$ cat src/rtl/fpcsr_pkg.sv
package fpcsr_pkg;

  typedef enum logic [1:0] {
    OP_READ  = 2'd0,
    OP_WRITE = 2'd1,
    OP_SET   = 2'd2,
    OP_CLEAR = 2'd3
  } csr_op_e;

  typedef struct packed {
    logic flags;
    logic mode;
    logic whole;
  } view_sel_t;

  function automatic logic op_modifies(input csr_op_e op);
    return op != OP_READ;
  endfunction

endpackage

$ cat src/rtl/fpcsr_decode.sv
module fpcsr_decode
  import fpcsr_pkg::*;
#(
  parameter int ADDR_W = 12,
  parameter logic [ADDR_W-1:0] ADDR_FLAGS = 1,
  parameter logic [ADDR_W-1:0] ADDR_RM    = 2,
  parameter logic [ADDR_W-1:0] ADDR_ALL   = 3
) (
  input  logic              req,
  input  logic [ADDR_W-1:0] addr,
  output view_sel_t         sel,
  output logic              hit
);

  always_comb begin
    sel       = '0;
    sel.flags = req && (addr == ADDR_FLAGS);
    sel.mode  = req && (addr == ADDR_RM);
    sel.whole = req && (addr == ADDR_ALL);
    hit       = sel.flags || sel.mode || sel.whole;
  end

endmodule

$ cat src/rtl/fpcsr_field_reg.sv
module fpcsr_field_reg
  import fpcsr_pkg::*;
#(
  parameter int W     = 5,
  parameter bit ACCUM = 1'b0
) (
  input  logic         clk,
  input  logic         rst_n,
  input  logic         sel,
  input  csr_op_e      op,
  input  logic [W-1:0] mask,
  input  logic         acc_en,
  input  logic [W-1:0] acc_val,
  output logic [W-1:0] q
);

  function automatic logic [W-1:0] merge(input csr_op_e o, input logic [W-1:0] old,
                                         input logic [W-1:0] m);
    case (o)
      OP_WRITE: return m;
      OP_SET:   return old | m;
      OP_CLEAR: return old & ~m;
      default:  return old;
    endcase
  endfunction

  logic         sw_wr;
  logic [W-1:0] sw_val;
  logic [W-1:0] hw_val;

  assign sw_wr  = sel && op_modifies(op);
  assign sw_val = merge(op, q, mask);

  generate
    if (ACCUM) begin : g_accum
      assign hw_val = acc_en ? (q | acc_val) : q;
    end else begin : g_plain
      assign hw_val = q;
    end
  endgenerate

  always_ff @(posedge clk or negedge rst_n) begin
    if (!rst_n)     q <= '0;
    else if (sw_wr) q <= sw_val;
    else            q <= hw_val;
  end

endmodule

$ cat src/rtl/fpcsr_read_mux.sv
module fpcsr_read_mux
  import fpcsr_pkg::*;
#(
  parameter int XLEN   = 32,
  parameter int RM_W   = 3,
  parameter int FLAG_W = 5
) (
  input  view_sel_t         sel,
  input  logic [RM_W-1:0]   rm_q,
  input  logic [FLAG_W-1:0] fl_q,
  output logic [XLEN-1:0]   rd_data
);

  localparam int WORD_W = RM_W + FLAG_W;

  logic [WORD_W-1:0] word;
  assign word = {rm_q, fl_q};

  always_comb begin
    rd_data = '0;
    if (sel.flags)      rd_data = XLEN'(fl_q);
    else if (sel.mode)  rd_data = XLEN'(rm_q);
    else if (sel.whole) rd_data = XLEN'(word);
  end

endmodule

$ cat src/rtl/fpcsr_unit.sv
module fpcsr_unit
  import fpcsr_pkg::*;
#(
  parameter int XLEN   = 32,
  parameter int ADDR_W = 12,
  parameter int RM_W   = 3,
  parameter int FLAG_W = 5,
  parameter logic [ADDR_W-1:0] ADDR_FLAGS = 1,
  parameter logic [ADDR_W-1:0] ADDR_RM    = 2,
  parameter logic [ADDR_W-1:0] ADDR_ALL   = 3
) (
  input  logic              clk,
  input  logic              rst_n,
  input  logic              req,
  input  logic [ADDR_W-1:0] req_addr,
  input  logic [1:0]        req_op,
  input  logic [XLEN-1:0]   req_wdata,
  output logic [XLEN-1:0]   rd_data,
  output logic              req_hit,
  input  logic              acc_valid,
  input  logic [FLAG_W-1:0] acc_flags,
  output logic [RM_W-1:0]   rm_out,
  output logic [FLAG_W-1:0] flags_out
);

  localparam int WORD_W = RM_W + FLAG_W;

  view_sel_t         sel;
  csr_op_e           op;
  logic              fl_sel, rm_sel;
  logic              fl_wr, rm_wr;
  logic [FLAG_W-1:0] fl_mask;
  logic [RM_W-1:0]   rm_mask;
  logic [RM_W-1:0]   no_acc;

  assign op      = csr_op_e'(req_op);
  assign fl_sel  = sel.flags || sel.whole;
  assign rm_sel  = sel.mode  || sel.whole;
  // Named events for the checker: a software update of each field.
  assign fl_wr   = fl_sel && op_modifies(op);
  assign rm_wr   = rm_sel && op_modifies(op);
  assign fl_mask = req_wdata[FLAG_W-1:0];
  assign rm_mask = sel.whole ? req_wdata[WORD_W-1:FLAG_W] : req_wdata[RM_W-1:0];
  assign no_acc  = '0;

  fpcsr_decode #(
    .ADDR_W(ADDR_W), .ADDR_FLAGS(ADDR_FLAGS), .ADDR_RM(ADDR_RM), .ADDR_ALL(ADDR_ALL)
  ) u_dec (
    .req(req), .addr(req_addr), .sel(sel), .hit(req_hit)
  );

  fpcsr_field_reg #(.W(FLAG_W), .ACCUM(1'b1)) u_flags (
    .clk(clk), .rst_n(rst_n), .sel(fl_sel), .op(op), .mask(fl_mask),
    .acc_en(acc_valid), .acc_val(acc_flags), .q(flags_out)
  );

  fpcsr_field_reg #(.W(RM_W), .ACCUM(1'b0)) u_mode (
    .clk(clk), .rst_n(rst_n), .sel(rm_sel), .op(op), .mask(rm_mask),
    .acc_en(1'b0), .acc_val(no_acc), .q(rm_out)
  );

  fpcsr_read_mux #(.XLEN(XLEN), .RM_W(RM_W), .FLAG_W(FLAG_W)) u_rd (
    .sel(sel), .rm_q(rm_out), .fl_q(flags_out), .rd_data(rd_data)
  );

endmodule

$ cat config.mk
export PLATFORM = sky130hd
export DESIGN_NAME = fpcsr_unit
export DESIGN_NICKNAME = d
export VERILOG_FILES = /design/src/rtl/fpcsr_pkg.sv /design/src/rtl/fpcsr_decode.sv /design/src/rtl/fpcsr_field_reg.sv /design/src/rtl/fpcsr_read_mux.sv /design/src/rtl/fpcsr_unit.sv
export SDC_FILE = /design/constraint.sdc
export NUM_CORES = 1
export LEC_CHECK = 0
export ABC_AREA = 0
export BUFFER_PORTS_ARGS = -buffer_cell sky130_fd_sc_hd__buf_2
export CAP_MARGIN = 25
export CORE_MARGIN = 1.5
export CORE_UTILIZATION = 35
export CTS_BUF_LIST = sky130_fd_sc_hd__clkbuf_2
export CTS_CLUSTER_DIAMETER = 100
export DETAILED_ROUTE_END_ITERATION = 10
export MAX_ROUTING_LAYER = met4
export PLACE_DENSITY = 0.84
export SLEW_MARGIN = 40
export SYNTH_ARGS = -nofsm -noshare
export SYNTH_HDL_FRONTEND = slang
export SYNTH_HIERARCHICAL = 1
export SYNTH_SLANG_ARGS = --single-unit
$ cat constraint.sdc
create_clock -name clk -period 2.3 [get_ports clk]
set_input_delay 0.23 -clock clk [delete_from_list [all_inputs] [get_ports clk]]
set_output_delay 0.23 -clock clk [all_outputs]
set_load 0.01 [all_outputs]
==> results.sh <==
export IMPL_postCtsSetupRepairBufs=0
export IMPL_maxSlewViolCount=0
export IMPL_clkPwrFrac=0.273
export IMPL_synthCells=107
export IMPL_diodes=0
export IMPL_track_usage=0.1485
export IMPL_gp_congestion=0.7607
export IMPL_grt_first_pass_wirelength_mm=3.036
export IMPL_p_leak_nw=0.5987
export IMPL_hold_class="primary input to flip-flop"
export IMPL_worst_pin_slew_ns=0.6021
export IMPL_grt_ovfl_total=0
export IMPL_cts_sinks=8
export IMPL_drt_pass1_iterations=4
export IMPL_cpLargestDelayFamily="simple AND/OR/NAND/NOR gates"
export IMPL_timing_hold_violations_final=0
export IMPL_die_area_um2=2834
export IMPL_cpPeakStageDelay_ns=0.61
export IMPL_grt_antenna_before_repair=0
export IMPL_port_buffers=47
export IMPL_yosysWarnings=6
export IMPL_criticalPathCategory="primary input to output port"
export IMPL_worst_path_stages=7
export IMPL_power_frac_comb=0.256
export IMPL_grt_pass1_vias=712
export IMPL_area_growth_pct=25.78
export IMPL_dr_first_iter_drc_count=23
export IMPL_hold_slack_ns=0.2699
export IMPL_end_kind="output port"
export IMPL_path_buf_inv=2
export IMPL_status="complete, no violations"
export IMPL_vias=891
export IMPL_cts_tree="built"
export IMPL_hpwl_mm=1.694
export IMPL_rsz0062_at_grt="no"
export IMPL_arrival_ns=1.93
export IMPL_clk_path_buf_depth=2
export IMPL_start_util=0.3632
export IMPL_core_area_um2=2432
export IMPL_ir_drop_v=0.0001748
export IMPL_dieHeight_um=53.24
export IMPL_p_sw_frac=0.3080
export IMPL_wl_mm=1.974
export IMPL_fmax_mhz=463.5
export IMPL_worstPathRequired_ns=2.07
export IMPL_drive_above_1_share=0.4151
export IMPL_tns_ns=0
export IMPL_worst_slew_margin_rel=0.5944
export IMPL_h_tree_depth=1
export IMPL_startpoint_type="primary input"
export IMPL_avgViaCountPerCell=4.714
export IMPL_cpMaxStageDelayCell="or4_1"
export IMPL_boundaryPins=96
export IMPL_min_path_cells=3
export IMPL_wl_per_cell_um=10.44
export IMPL_row_count=18
export IMPL_path_cells="buf_2 -> or4_1 -> nor4_1 -> nand2b_4 -> nand2b_4 -> a22o_1 -> buf_2"
export IMPL_grt_max_degree=14
export IMPL_fin_skew_ns=0
export IMPL_synth_area_per_cell_um2=8.256
export IMPL_synth_area_um2=883.3
export IMPL_path_max_fanout=5
export IMPL_fillers=249
export IMPL_p_int_w=0.0002075
export IMPL_net_switching_power_w=0.00009236
export IMPL_numCtsBuffers=3
export IMPL_die_w_um=53.24
export IMPL_r2r_cells=3
export IMPL_drv_cap=0
export IMPL_cts_root_buf="clkbuf_2"
export IMPL_powerDensity_nw_per_um2=269.9
export IMPL_nets=216
export IMPL_period_needed_ns=2.158
export IMPL_fin_crit_sh=0.9381
export IMPL_setup_viol=0
export IMPL_insertion_delay_ns=0.23
export IMPL_clk_pin_slew_worst_paths_ns=0.07
export IMPL_drtAntennaViolNets=0
export IMPL_drc=0
export IMPL_seq_power_share=0.472
layout by cell type (no fill, tap or decap), drive strengths merged, types with 4 or more instances in the layout:
cell     n
nand2b   8
a21boi   5
dfrtp    8
buf     50
o21ai    4
nor4     4
and2     5
a211o    5
conb    24
inv      5
a21oi    5
a22oi    5
nor2     5
power by group through the flow:
| stage | sequential [W] | clock (W) | combinational, W |
|---|---|---|---|
| final | 0.000141 | 0.0000818 | 0.0000767 |
| after global routing | 0.000141 | 0.0000934 | 0.0000872 |
| after CTS | 0.000141 | 0.0000839 | 0.0000766 |
| after detailed placement | 0.000144 | 0 | 0.0000753 |
| after global placement | 0.000144 | 0 | 0.0000742 |
| after floorplan | 0.000144 | 0 | 0.0000667 |
area by class of cell:
type | instances | area, um2 | area share
Multi-Input combinational cell | 92 | 571.8 | 0.5146
Timing Repair Buffer | 51 | 267.8 | 0.2410
Clock buffer | 3 | 15.01 | 0.01351
Inverter | 5 | 18.77 | 0.01689
Sequential cell | 8 | 200.2 | 0.1802
Tap cell | 30 | 37.54 | 0.03378
sequential cells by signal, summed over array words and instances (netlist names):
name,cells
u_flags/q,5
u_mode/q,3
metal layers:
| layer | wire, um | up-vias | global-route usage |
|---|---|---|---|
| met4 | 9 | 0 | 0.03846 |
| li1 | - | 445 | - |
| met2 | 976 | 45 | 0.2490 |
| met1 | 840 | 399 | 0.1840 |
| met5 | 0 | - | - |
| met3 | 148 | 2 | 0.02542 |
tightest hold or removal path: cells and delay by family:
kind / cells / cell delay (ns)
compound gates: 2 / 0.14
buf+inv: 1 / 0.09
through the flow:
step | std cells | total power, W | worst slack [ns] | instance area [um2] | util
final | 189 | 0.0002998 | 0.1423 | 1111 | 0.4568
after global routing | 189 | 0.0003220 | 0.04700 | 1111 | 0.4568
after CTS | 189 | 0.0003019 | 0.1291 | 1111 | 0.4568
after detailed placement | 185 | 0.0002194 | 0.1126 | 1086 | 0.4465
after global placement | 185 | 0.0002183 | 0.1244 | 1086 | 0.4465
after floorplan | 130 | 0.0002111 | 0.1103 | 975.9 | -
final timing paths:
check | from | to | slack [ns]
worst min register to register | u_mode/q[1] | u_mode/q[1] | 0.58
min in group asynchronous | rst_n | u_flags/q[3] | 0.36
worst max-delay path | req_addr[5] | rd_data[2] | 0.14
worst min-delay path | req_wdata[4] | u_flags/q[4] | 0.27
worst max register to register | u_flags/q[0] | u_flags/q[0] | 1.34
max in group asynchronous | rst_n | u_mode/q[0] | 1.77
timing repair:
action / 4_1_cts / 5_1_grt
resized for setup: 0 / 0
endpoints found under the hold margin: 8 / 0
hold buffers: 1 / 0
No activity file was read; power rests on OpenSTA's default activity.
